$ cat config.mk
export PLATFORM = sky130hd
export DESIGN_NAME = scrub_seq
export DESIGN_NICKNAME = d
export VERILOG_FILES = /design/src/rtl/scrub_pkg.sv /design/src/rtl/scrub_hazard.sv /design/src/rtl/scrub_log.sv /design/src/rtl/scrub_ctrl.sv /design/src/rtl/scrub_seq.sv
export SDC_FILE = /design/constraint.sdc
export NUM_CORES = 1
export LEC_CHECK = 0
export BUFFER_PORTS_ARGS = -buffer_cell sky130_fd_sc_hd__clkbuf_2
export CORE_AREA = 2 2 260 262
export DETAILED_ROUTE_END_ITERATION = 8
export DIE_AREA = 0 0 262 264
export GPL_ROUTABILITY_DRIVEN = 1
export GPL_TIMING_DRIVEN = 0
export PLACE_DENSITY = 0.46
export SETUP_SLACK_MARGIN = 0.15
export SLEW_MARGIN = 40
export SYNTH_ARGS = -nofsm -noshare
export SYNTH_HDL_FRONTEND = slang
export SYNTH_SLANG_ARGS = --single-unit
$ cat constraint.sdc
create_clock -name clk_i -period 3.33 [get_ports clk_i]
set_input_delay 0.666 -clock clk_i [delete_from_list [all_inputs] [get_ports clk_i]]
set_output_delay 0.666 -clock clk_i [all_outputs]
set_load 0.01 [all_outputs]
$ cat src/rtl/scrub_pkg.sv
package scrub_pkg;
  localparam int unsigned LINE_BYTES = 32;
  localparam int unsigned OFS_W      = $clog2(LINE_BYTES);

  typedef enum logic [1:0] {
    ST_IDLE  = 2'd0,
    ST_ISSUE = 2'd1,
    ST_WAIT  = 2'd2
  } scrub_state_e;
endpackage

$ cat src/rtl/scrub_hazard.sv
module scrub_hazard #(
  parameter int unsigned ADDR_W = 16,
  parameter int unsigned OFS_W  = 5
) (
  input  logic              busy_i,
  input  logic [ADDR_W-1:0] line_addr_i,
  input  logic              req_valid_i,
  input  logic [ADDR_W-1:0] req_addr_i,
  output logic              hold_o
);
  logic match;

  generate
    if (OFS_W == 0) begin : g_full
      assign match = (line_addr_i == req_addr_i);
    end else begin : g_line
      assign match = (line_addr_i[ADDR_W-1:OFS_W] == req_addr_i[ADDR_W-1:OFS_W]);
    end
  endgenerate

  assign hold_o = req_valid_i & busy_i & match;
endmodule

$ cat src/rtl/scrub_log.sv
module scrub_log #(
  parameter int unsigned ADDR_W = 16
) (
  input  logic              clk_i,
  input  logic              rst_ni,
  input  logic              err_valid_i,
  input  logic              err_src_i,
  input  logic              err_corr_i,
  input  logic [ADDR_W-1:0] err_addr_i,
  input  logic              busy_i,
  output logic              log_valid_o,
  output logic [ADDR_W-1:0] log_addr_o,
  output logic              log_src_o,
  output logic              log_corr_o,
  output logic              log_ovf_o
);
  always_ff @(posedge clk_i or negedge rst_ni) begin
    if (!rst_ni) begin
      log_valid_o <= 1'b0;
      log_addr_o  <= '0;
      log_src_o   <= 1'b0;
      log_corr_o  <= 1'b0;
      log_ovf_o   <= 1'b0;
    end else begin
      log_valid_o <= err_valid_i;
      log_ovf_o   <= err_valid_i & err_corr_i & busy_i;
      if (err_valid_i) begin
        log_addr_o <= err_addr_i;
        log_src_o  <= err_src_i;
        log_corr_o <= err_corr_i;
      end
    end
  end
endmodule

$ cat src/rtl/scrub_ctrl.sv
module scrub_ctrl
  import scrub_pkg::*;
#(
  parameter int unsigned ADDR_W = 16,
  parameter int unsigned DATA_W = 256,
  parameter int unsigned ECC_W  = 32,
  parameter int unsigned TH_W   = 4
) (
  input  logic              clk_i,
  input  logic              rst_ni,
  input  logic              mode_enh_i,
  input  logic [TH_W-1:0]   bad_th_i,
  input  logic              err_valid_i,
  input  logic              err_corr_i,
  input  logic [ADDR_W-1:0] err_addr_i,
  input  logic [DATA_W-1:0] err_data_i,
  input  logic [ECC_W-1:0]  err_ecc_i,
  output logic              busy_o,
  output logic              wr_valid_o,
  input  logic              wr_ready_i,
  output logic [ADDR_W-1:0] wr_addr_o,
  output logic [DATA_W-1:0] wr_data_o,
  output logic [ECC_W-1:0]  wr_ecc_o,
  input  logic              rsp_valid_i,
  input  logic              rsp_ok_i,
  output logic              dropped_o
);
  scrub_state_e state_q, state_d;
  logic         enh_q, retried_q;
  logic         accept, rsp_fail, do_retry, do_drop;

  assign accept   = (state_q == ST_IDLE) & err_valid_i & err_corr_i;
  assign rsp_fail = (state_q == ST_WAIT) & rsp_valid_i & ~rsp_ok_i;
  assign do_retry = rsp_fail & enh_q & ~retried_q;
  assign do_drop  = rsp_fail & enh_q & retried_q;

  always_comb begin
    state_d = state_q;
    unique case (state_q)
      ST_IDLE:  if (accept) state_d = ST_ISSUE;
      ST_ISSUE: if (wr_ready_i) state_d = ST_WAIT;
      ST_WAIT:  if (rsp_valid_i) state_d = do_retry ? ST_ISSUE : ST_IDLE;
      default:  state_d = ST_IDLE;
    endcase
  end

  always_ff @(posedge clk_i or negedge rst_ni) begin
    if (!rst_ni) begin
      state_q   <= ST_IDLE;
      enh_q     <= 1'b0;
      retried_q <= 1'b0;
      dropped_o <= 1'b0;
      wr_addr_o <= '0;
      wr_data_o <= '0;
      wr_ecc_o  <= '0;
    end else begin
      state_q   <= state_d;
      dropped_o <= do_drop;
      if (accept) begin
        // mode is latched per scrub
        enh_q     <= mode_enh_i & (bad_th_i != '0);
        retried_q <= 1'b0;
        wr_addr_o <= {err_addr_i[ADDR_W-1:OFS_W], {OFS_W{1'b0}}};
        wr_data_o <= err_data_i;
        wr_ecc_o  <= err_ecc_i;
      end else if (do_retry) begin
        retried_q <= 1'b1;
      end
    end
  end

  assign busy_o     = (state_q != ST_IDLE);
  assign wr_valid_o = (state_q == ST_ISSUE);
endmodule

$ cat src/rtl/scrub_seq.sv
module scrub_seq
  import scrub_pkg::*;
#(
  parameter int unsigned ADDR_W = 16,
  parameter int unsigned DATA_W = 8 * LINE_BYTES,
  parameter int unsigned ECC_W  = 32,
  parameter int unsigned TH_W   = 4
) (
  input  logic              clk_i,
  input  logic              rst_ni,
  input  logic              mode_enh_i,
  input  logic [TH_W-1:0]   bad_th_i,
  input  logic              err_valid_i,
  input  logic              err_src_i,
  input  logic              err_corr_i,
  input  logic [ADDR_W-1:0] err_addr_i,
  input  logic [DATA_W-1:0] err_data_i,
  input  logic [ECC_W-1:0]  err_ecc_i,
  input  logic              req_valid_i,
  input  logic [ADDR_W-1:0] req_addr_i,
  output logic              req_hold_o,
  output logic              wr_valid_o,
  input  logic              wr_ready_i,
  output logic [ADDR_W-1:0] wr_addr_o,
  output logic [DATA_W-1:0] wr_data_o,
  output logic [ECC_W-1:0]  wr_ecc_o,
  input  logic              rsp_valid_i,
  input  logic              rsp_ok_i,
  output logic              log_valid_o,
  output logic [ADDR_W-1:0] log_addr_o,
  output logic              log_src_o,
  output logic              log_corr_o,
  output logic              log_ovf_o,
  output logic              dropped_o
);
  logic busy;

  scrub_ctrl #(
    .ADDR_W(ADDR_W), .DATA_W(DATA_W), .ECC_W(ECC_W), .TH_W(TH_W)
  ) u_ctrl (
    .clk_i       (clk_i),
    .rst_ni      (rst_ni),
    .mode_enh_i  (mode_enh_i),
    .bad_th_i    (bad_th_i),
    .err_valid_i (err_valid_i),
    .err_corr_i  (err_corr_i),
    .err_addr_i  (err_addr_i),
    .err_data_i  (err_data_i),
    .err_ecc_i   (err_ecc_i),
    .busy_o      (busy),
    .wr_valid_o  (wr_valid_o),
    .wr_ready_i  (wr_ready_i),
    .wr_addr_o   (wr_addr_o),
    .wr_data_o   (wr_data_o),
    .wr_ecc_o    (wr_ecc_o),
    .rsp_valid_i (rsp_valid_i),
    .rsp_ok_i    (rsp_ok_i),
    .dropped_o   (dropped_o)
  );

  scrub_hazard #(.ADDR_W(ADDR_W), .OFS_W(OFS_W)) u_hazard (
    .busy_i      (busy),
    .line_addr_i (wr_addr_o),
    .req_valid_i (req_valid_i),
    .req_addr_i  (req_addr_i),
    .hold_o      (req_hold_o)
  );

  scrub_log #(.ADDR_W(ADDR_W)) u_log (
    .clk_i       (clk_i),
    .rst_ni      (rst_ni),
    .err_valid_i (err_valid_i),
    .err_src_i   (err_src_i),
    .err_corr_i  (err_corr_i),
    .err_addr_i  (err_addr_i),
    .busy_i      (busy),
    .log_valid_o (log_valid_o),
    .log_addr_o  (log_addr_o),
    .log_src_o   (log_src_o),
    .log_corr_o  (log_corr_o),
    .log_ovf_o   (log_ovf_o)
  );
endmodule

# Word level (Yosys, flattened, before mapping)
# Index checks and enable logic that the tools add are counted.
# Widths: inputs -> output; s select.
# classes
n_eq_ne	6
mux	7
bitwise_logic	14
reduce_logical	5
# ops
op	count
$and 1x1->1	12
$eq 11x11->1	1
$mux 2	3
$pmux 2 s3	1
$ne 2x1->1 const B	2
$reduce_bool 2->1	2
$reduce_bool 4->1	1
$mux 1	3
$reduce_and 3->1	1
$eq 2x1->1 const B	1
$eq 2x2->1 const B	1
$logic_not 2->1	1
$ne 2x2->1 const B	1
$not 1->1	2
# word_totals
ff_bits	324
output_inout_bits	327
word_cells	44

# Logic depth before layout (Yosys ltp)
# Gate-level depths: netlist (run 1).
# depth
depth_word	8
mapped_depth	6

# Hierarchy
# Synthesis (run 1) repeated with hierarchy kept, for this count alone.
# unflattened
cells_unflattened	717
hier_area_um2	13576.8
# by_module_without_submodules
module	instances	cells_each	area_each_um2
scrub_ctrl	1	660	12670.9
scrub_log	1	41	775.7
scrub_hazard	1	16	130.1

# Worst setup path after synthesis (run 1)
# No wires, ideal clock.
# synth_path
path_type	in2out
from	input port req_addr_i[13]
to	output port req_hold_o
arrival_time_ns	1.297
t_required_ns	2.664
slack_ns	1.367
path_stages	3
path_buffers	0
path_cell_list	xor2_1 > nor4_1 > and4_1
# synth_between
elab_chain_len	2
# synth_rtl
element	line	rtl
start: declaration	scrub_seq.sv:20	input logic [ADDR_W-1:0] req_addr_i,
$eq 11x11->1	scrub_hazard.sv:17	assign match = (line_addr_i[ADDR_W-1:OFS_W] == req_addr_i[ADDR_W-1:OFS_W]);
$and 1x1->1	scrub_hazard.sv:21	assign hold_o = req_valid_i & busy_i & match;
end: declaration	scrub_seq.sv:21	output logic req_hold_o,
# No other way between the ends.

# Final worst setup path (run 1)
# layout_path
from	register u_ctrl.wr_addr_o[5]
to	output port req_hold_o
# layout_between
elab_chain_len	2
# layout_rtl
element	line	rtl
start: declaration	scrub_ctrl.sv:21	output logic [ADDR_W-1:0] wr_addr_o,
start signal: assignment	scrub_ctrl.sv:63	wr_addr_o <= {err_addr_i[ADDR_W-1:OFS_W], {OFS_W{1'b0}}};
$eq 11x11->1	scrub_hazard.sv:17	
$and 1x1->1	scrub_hazard.sv:21	
# No other way between the ends.

==> flow_results.org, run 1 <==
** Timing
- Pins Over Slew Limit :: 0
- The worst path needs 2.50 ns of the cycle, external delays included.
- Crit share post-route :: 75.1%
- Setup repair after global routing missed its margin :: false
- On the final layout, the worst clock skew is 0.0171 ns.
- Final WS setup :: 0.828 ns
- Maximum frequency from static timing analysis :: 400 MHz
- Setup violations remaining at the end of the flow were counted as 0.
- Post-Route Setup TNS :: 0 ns
- The number of hold violations in the final report was 0.

** Global route
- Initial antenna violation count :: 0
- In this run the most used layer during global routing was met2.
- Largest net degree at the start of global routing :: 62
- Wire length of the first global-routing pass :: 60000 um
- Total global routing overflow :: 0
- Global routing used 20.3% of the available met2 tracks.
- Global routing used 2.83% of the available met3 tracks.
- The via count of the first global-routing pass came to 9404.
- All-layer global routing usage :: 11.4%
- For this run, global-route usage on met1 was measured as 13.0%.

** Clock tree
- Number of setup buffers added after CTS :: 0
- Buffer type at the clock tree root :: sky130_fd_sc_hd__clkbuf_16
- Clock tree from TritonCTS :: built
- Post-CTS clock slew at the launch and capture registers of the worst setup and hold paths :: 0.06 ns
- Clock tree synthesis inserted a total of 40 buffers.
- Clock insertion delay at the later pin of the skew report :: 0.55 ns
- Deepest level of the CTS H-tree :: 2
- After clock tree synthesis, the flow added hold-fix buffers numbering 1.
- Number of sinks on the clock net :: 324
- Once the clock tree was built, the resizer swapped 0 gates to a different size.
- The clock passes through at most 3 buffers.

** Final layout
- Area added between synthesis and finish :: 43.0%
- 0 antenna diodes ended up in the layout.
- Final std cell area, no fill :: 0.0194 mm2
- Final core utilization :: 29.1%
- After filler insertion, the fill cell instance count of the layout stands at 6880.
- After the last flow step, the layout net total stands at 1754.
- Excluding fillers, the count of instances in the completed layout stands at 2324.
- Layout cell share with drive strength beyond 1 :: 74.1%

** Yosys
- Yosys reg bits :: 324
- Unique masters post-synth :: 23
- Cell area after synthesis :: 0.0136 mm2
- Leading post-synthesis cells by cell area :: sky130_fd_sc_hd__dfrtp_1 60%, sky130_fd_sc_hd__mux2_4 31%, sky130_fd_sc_hd__buf_12 3.2%, sky130_fd_sc_hd__mux2_2 3.2%, sky130_fd_sc_hd__buf_6 0.83%
- During synthesis, Yosys emitted a total of 0 warnings.
- Sequential cells were found to cover 59.8% of the synthesized design area.
- Synthesized area per cell :: 18.9 um2
- Synth Instances :: 717
- Summed over all instances, the cell type with the most area after synthesis is sky130_fd_sc_hd__dfrtp_1.
- The share of synthesized area in the top cell type comes to 59.8%.

** Status
- The flow ran to the end, and the final reports show no timing, DRC or antenna violations.

** Worst setup path
- Critical Path Max Stage Delay :: 0.45 ns
- Broken down by cell family, the worst path's largest delay share belongs to simple AND/OR/NAND/NOR gates.
- Highest fanout seen on the critical path :: 3
- By startpoint and endpoint, the worst setup path is classified as flip-flop to primary output.
- STA classifies the critical path endpoint as a primary output.
- Counting both buffers and inverters, the worst setup path holds a total of 1.
- Worst Setup Start Kind :: flip-flop
- Cell breakdown of the critical path :: xor2_1 > nor4_1 > and4_1 > clkbuf_2
- Critical path arrival :: 1.84 ns
- In this run the register-to-register setup slack is 1.70 ns.
- Data on the critical path is required at its endpoint by 2.66 ns.
- CP max-delay cell :: sky130_fd_sc_hd__dfrtp_1

** Floorplan
- Core box area :: 0.0666 mm2
- From left edge to right edge, the die measures 262 um.
- IO Pins :: 661
- Initial Utilization :: 20.4%
- Height of the chip :: 264 um
- Row generation in the floorplan step produced 95 rows.
- The die covers 0.0692 mm2.

** Min path
- Tightest Hold Check Type :: primary input to flip-flop

** Placed design
- Number of placed instances, taps included :: 2250
- During placement, the flow inserted port buffers numbering 650.
- Routability cong. :: 0.797
- Post-placement cell area :: 0.0181 mm2
- DP Wirelength :: 32300 um
- Timing analysis after detailed placement gives a worst setup slack of 1.07 ns.

** Run
- Max-cap violations in this run came to 0.

** Detailed routing
- Vias per Instance :: 3.72
- In this run, the number of DRC markers left after iteration 0 of detailed routing was 235.
- In the routed design, unresolved DRC markers number 0.
- Router iterations before antenna repair :: 6
- After detailed routing, the total wire length is 41100 um.
- Count of nets left with antenna violations after detail routing :: 0
- Post-detailed-route wirelength per cell :: 17.7 um
- The detailed router placed 8635 vias in this run.

** Power and ir drop
- Maximum resistive drop on vdd :: 0.403 mV
- Power density of the placed cells :: 966 mW/mm2
- In this run the static leakage power is 10.5 nW.
[kinds of logic (layout without fill, tap and decap cells)]
| family | count (synthesis) | in the layout | share of synthesized area, % |
|---|---|---|---|
| buf+inv | 43 | 773 | 4.56 |
| simple gates | 15 | 15 | 0.646 |
| flops | 324 | 324 | 59.8 |
| mux | 316 | 316 | 33.9 |
| xor+xnor | 11 | 11 | 0.710 |
| compound gates | 7 | 7 | 0.360 |
| other cells | 1 | 5 | 0.0277 |
[cell usage in the layout, fill, tap and decap left out, types with 2 or more instances in the layout]
| cell type | synthesis | layout |
|---|---|---|
| sky130_fd_sc_hd__mux2_2 | 39 | 39 |
| sky130_fd_sc_hd__buf_12 | 22 | 23 |
| sky130_fd_sc_hd__mux2_4 | 277 | 277 |
| sky130_fd_sc_hd__clkbuf_1 | 0 | 11 |
| sky130_fd_sc_hd__conb_1 | 1 | 5 |
| sky130_fd_sc_hd__buf_6 | 10 | 10 |
| sky130_fd_sc_hd__inv_1 | 2 | 2 |
| sky130_fd_sc_hd__nor2_1 | 3 | 3 |
| sky130_fd_sc_hd__buf_16 | 0 | 5 |
| sky130_fd_sc_hd__clkbuf_2 | 0 | 649 |
| sky130_fd_sc_hd__inv_6 | 0 | 2 |
| sky130_fd_sc_hd__buf_2 | 4 | 4 |
| sky130_fd_sc_hd__clkbuf_8 | 0 | 11 |
| sky130_fd_sc_hd__xor2_1 | 11 | 11 |
| sky130_fd_sc_hd__o21ai_0 | 2 | 2 |
| sky130_fd_sc_hd__clkbuf_16 | 0 | 41 |
| sky130_fd_sc_hd__a21boi_0 | 2 | 2 |
| sky130_fd_sc_hd__nor4_1 | 3 | 3 |
| sky130_fd_sc_hd__buf_4 | 5 | 5 |
| sky130_fd_sc_hd__clkinv_2 | 0 | 7 |
| sky130_fd_sc_hd__dfrtp_1 | 324 | 324 |
| sky130_fd_sc_hd__nand2_1 | 4 | 4 |
[where the power goes]
part	internal, W	switching [W]	leakage [nW]
combinational	0.00431	0.00312	5.98
clock	0.00257	0.00170	0.641
sequential	0.00586	0.00117	3.85
[flip-flops by register name, indices dropped and copies added (netlist names), 2 cells and up]
register	cells
u_ctrl.state_q	2
u_ctrl.wr_addr_o	11
u_ctrl.wr_data_o	256
u_ctrl.wr_ecc_o	32
u_log.log_addr_o	16
[through the flow]
| stage | hold WS, ns | power (W) |
|---|---|---|
| finish | 0.296 | 0.0187 |
| detailed placement | 0.481 | 0.0146 |
| floorplan | 0.370 | 0.0114 |
| global route | 0.256 | 0.0198 |
| global placement | 0.468 | 0.0145 |
| CTS | 0.251 | 0.0191 |
[Yosys cell counts, drive strengths merged]
cell type  instances
a21boi             2
a221oi             1
and4               1
buf               41
conb               1
dfrtp            324
inv                2
mux2             316
nand2              4
nand2b             1
nand4bb            1
nor2               3
nor2b              1
nor4               3
nor4bb             1
o21ai              2
o22ai              1
o41ai              1
xor2              11
[final timing paths]
check	start	endpoint	cells after the start
max in group asynchronous	rst_ni	u_ctrl.wr_ecc_o[17]	5
min	err_valid_i	u_log.log_valid_o	1
min in group asynchronous	rst_ni	u_ctrl.wr_data_o[60]	2
max reg2reg	u_ctrl.state_q[1]	u_ctrl.wr_ecc_o[30]	4
min reg2reg	u_ctrl.enh_q	u_ctrl.enh_q	2
max	u_ctrl.wr_addr_o[5]	req_hold_o	4
[final cells by class]
class	instances	area (um2)	area share, %
sequential	324	8110	41.8
multi-input combinational	354	4850	25.0
clock inverter	11	90.1	0.465
timing repair buffer	657	3430	17.7
buffer	41	611	3.15
tap	873	1090	5.63
inverter	2	7.51	0.0387
clock buffer	62	1200	6.21
[metal layers]
| layer | wire length, um | part of all wire [%] |
|---|---|---|
| met3 | 2730 | 6.6 |
| met4 | 1290 | 3.1 |
| met1 | 15900 | 39 |
| met5 | 0 | 0 |
| met2 | 21200 | 52 |
Note: power is estimated with default switching activity, not from simulation.
==> run 2: changes to the inputs <==
--- a/config.mk
+++ b/config.mk
@@ -11,7 +11,7 @@
 export DIE_AREA = 0 0 262 264
 export GPL_ROUTABILITY_DRIVEN = 1
 export GPL_TIMING_DRIVEN = 0
-export PLACE_DENSITY = 0.46
+export PLACE_DENSITY = 0.47
 export SETUP_SLACK_MARGIN = 0.15
 export SLEW_MARGIN = 40
 export SYNTH_ARGS = -nofsm -noshare
==> constraint.sdc (replaced) <==
create_clock -name clk_i -period 2.26 [get_ports clk_i]
set_input_delay 0.452 -clock clk_i [delete_from_list [all_inputs] [get_ports clk_i]]
set_output_delay 0.452 -clock clk_i [all_outputs]
set_load 0.01 [all_outputs]
==> flow_results.org, run 2 (synthesis results as in run 1) <==
** Floorplan
- The top-level I/O count is 661 (unchanged).
- The die boundary height is 264 um (unchanged).
- Number of placement rows :: 95 (unchanged)
- Full die area :: 0.0692 mm2 (unchanged)
- Core box area :: 0.0666 mm2 (unchanged)
- Initial Utilization :: 20.4% (unchanged)
- Die X :: 262 um (unchanged)

** Placed design
- Number of placed instances, taps included :: 2249 (was 2250)
- The final estimated routing congestion in global placement was 0.809 (was 0.797).
- Post-placement cell area :: 0.0181 mm2 (about the same)
- The detailed placer's ending HPWL is 32200 um (was 32300 um).
- Total of buffers placed on input and output ports :: 650 (unchanged)

** Detailed routing
- The total via count after detailed routing was 8739 (was 8635).
- The routed wire length was 41700 um (was 41100 um).
- The average wire per cell in the routed design was 17.9 um (was 17.7 um).
- Router iterations before antenna repair :: 4 (was 6)
- Final routed DRC violation total :: 0 (unchanged)
- The starting DRC count in detailed routing came to 281 (was 235).
- Vias per Instance :: 3.75 (was 3.72)
- The number of routed nets with antenna violations is 0 (unchanged).

** Worst setup path
- Endpoint of the most critical register-to-register path :: u_ctrl.wr_data_o[162] (was u_ctrl.wr_ecc_o[30])
- The largest driver fanout on the critical path is 2 (was 3).
- The data arrival time at the worst-slack endpoint came to 1.73 ns (was 1.84 ns).
- Endpoint kind of the worst setup timing path :: primary output (unchanged)
- Worst Setup Start Kind :: flip-flop (unchanged)
- Flop2flop setup slack :: 0.64 ns (was 1.70 ns)
- The critical path class is flip-flop to primary output (unchanged).
- The count of cells along the worst register-to-register path came to 5 (was 4).
- The launch point of the worst reg-to-reg path was u_ctrl.state_q[0] (was u_ctrl.state_q[1]).
- The required arrival time at the worst endpoint came to 1.81 ns (was 2.66 ns).

** Timing
- Post-Route Setup TNS :: 0 ns (unchanged)
- The number of setup violations in the final report is 0 (unchanged).
- In the finished design, the share of the clock period the worst path needs comes to 96.6%.
- The count of pins over their slew limit is 0 (unchanged).
- In this run the tightest slew margin relative to its limit is 62.5%.
- Final critical-path required period :: 2.18 ns
- Derived from the worst setup path, the maximum achievable clock frequency is 458 MHz.
- Number of hold violations in the final report :: 0 (unchanged)
- At the pin with the least slew margin, the transition time is 0.563 ns.
- Final worst clock skew :: 0.0192 ns (was 0.0171 ns)
- Setup repair after global routing missed its margin: true (was false).

** Clock tree
- The number of clock sinks seen by CTS came to 324 (unchanged).
- The CTS tree is built (unchanged).
- Clock insertion delay at the later pin of the skew report :: 0.55 ns (about the same)
- The clock root buffer is sky130_fd_sc_hd__clkbuf_16 (unchanged).
- The register clock-pin slew on the reported worst setup and hold paths was 0.05 ns (was 0.06 ns).
- Maximum root-to-sink buffer count :: 3 (unchanged)
- The H-tree depth reported by CTS is 2 (unchanged).
- Number of buffers added by the clock tree synthesis step :: 40 (unchanged)

** Final layout
- Final std cell area, no fill :: 0.0195 mm2 (was 0.0194 mm2)
- The leading cell type in the layout, fill and taps excluded is sky130_fd_sc_hd__clkbuf_2 (unchanged).
- Final core utilization :: 29.3% (was 29.1%)
- Most frequent cells in the layout: 648 x sky130_fd_sc_hd__clkbuf_2, 319 x sky130_fd_sc_hd__dfrtp_1, 277 x sky130_fd_sc_hd__mux2_4 (was 649 x sky130_fd_sc_hd__clkbuf_2, 324 x sky130_fd_sc_hd__dfrtp_1, 277 x sky130_fd_sc_hd__mux2_4).
- Largest Register :: u_ctrl.wr_data_o (unchanged)
- Layout cell share with drive strength beyond 1 :: 74.7% (was 74.1%)
- Regs by FF count: u_ctrl.wr_data_o: 256 flops, u_ctrl.wr_ecc_o: 32 flops, u_log.log_addr_o: 16 flops (unchanged).
- The final-stage net count was 1758 (was 1754).
- The flip-flop count of the largest register after layout came to 256 (unchanged).
- The final cell count without fillers is 2329 (was 2324).
- The relative area change from synthesis to final layout is 44.0% (was 43.0%).

** Global route
- Initial antenna violation count :: 1 (was 0)
- Number of global-route vias before repair :: 9420 (was 9404)
- Met3 global-route usage :: 3.44% (was 2.83%)
- Largest net degree at the start of global routing :: 67 (was 62)
- The global routing usage on met1 is 12.8% (was 13.0%).
- The busiest layer in global routing is met2 (unchanged).
- All-layer global routing usage :: 11.5% (was 11.4%)
- Total global routing overflow :: 0 (unchanged)
- The wire length of the first global-routing pass was 60800 um (was 60000 um).
- Met2 usage in global routing :: 20.7% (was 20.3%)

** Power and ir drop
- The maximum vdd drop came to 0.542 mV (was 0.403 mV).
- The power per unit of standard cell area was 1450 mW/mm2 (was 966 mW/mm2).
- Design internal power :: 0.0193 W (was 0.0127 W)
- Part of the power in combinational logic :: 39.3% (was 39.7%)
- Switch Pwr :: 0.00899 W (was 0.00599 W)
- Seq pwr share :: 36.8% (was 37.5%)
- The clock network fraction of design power was 23.9% (was 22.8%).
- Power after layout :: 0.0282 W (was 0.0187 W)
- The leakage power came to 10.5 nW (about the same).
- The switching power share of the total came to 31.8% (was 32.0%).

** Run
- The number of max-cap violations is 0 (unchanged).

** Min path
- The classification of the worst-slack hold path was primary input to flip-flop (unchanged).
- The number of cells traversed by the worst hold path came to 1 (unchanged).
- The startpoint of the most critical hold path is err_valid_i (unchanged).
- The worst-case hold path end point was u_log.log_valid_o (unchanged).

** Status
- Run status :: finished clean (unchanged)
run 2: worst max path at each step:
stage | endpoint | slack, ns | from | cells past startpoint
finish | req_hold_o | 0.08 | u_ctrl.wr_addr_o[15] | 4
global route | req_hold_o | 0.005 | u_ctrl.wr_addr_o[15] | 4
floorplan | req_hold_o | 0.72 | req_addr_i[13] | 3
global placement | u_ctrl.wr_data_o[244] | -6.64 | rst_ni | 1
detailed placement | u_ctrl.wr_data_o[245] | 0.38 | rst_ni | 4
CTS | req_hold_o | -0.03 | u_ctrl.wr_addr_o[15] | 4
run 2: power groups by stage:
stage	Clock (W)	Combinational, W	Sequential (W)
floorplan	0	0.00533	0.0115
global placement	0	0.0111	0.0104
detailed placement	0	0.0112	0.0104
CTS	0.00703	0.0112	0.0104
global route	0.00725	0.0118	0.0108
finish	0.00676	0.0111	0.0104
run 2: layout make-up:
| type | count | area (um2) |
|---|---|---|
| repair buffers | 661 | 3440 |
| clock inverters | 12 | 199 |
| flip-flops and latches | 324 | 8110 |
| diodes | 1 | 2.50 |
| plain buffers | 41 | 611 |
| clock buffers | 61 | 1190 |
| inverters | 2 | 7.51 |
| fillers | 6830 | 47000 |
| well taps | 873 | 1090 |
| multi-input cells | 354 | 4860 |
run 2: layer usage:
layer	wire [um]	part of all wire, %	up-vias
met5	0	0	-
met4	965	2.3	0
met3	3350	8.0	62
met2	21900	53	348
met1	15500	37	4399
li1	-	-	3930
run 2: critical path, cell delays in order, from the launching register on:
cell	delay [ns]
sky130_fd_sc_hd__dfrtp_1	0.40
sky130_fd_sc_hd__xor2_1	0.17
sky130_fd_sc_hd__nor4_2	0.29
sky130_fd_sc_hd__and4_1	0.22
sky130_fd_sc_hd__buf_2	0.13
run 2: what timing repair did:
item | CTS | global route
hold buffers | 1 | 0
hold endpoints to repair | 63 | 0
gates resized for setup | 1 | 8
pin swaps | 2 | 3
setup endpoints to repair | 1 | 1
buffers inserted | 1 | 4
run 2: per-stage QoR:
step / setup slack (ns) / hold WS [ns]
finish: 0.0769 / 0.0764
global route: 0.00509 / 0.0638
CTS: -0.0322 / 0.0434
detailed placement: 0.383 / 0.493
global placement: -6.64 / 0.489
floorplan: 0.725 / 0.156
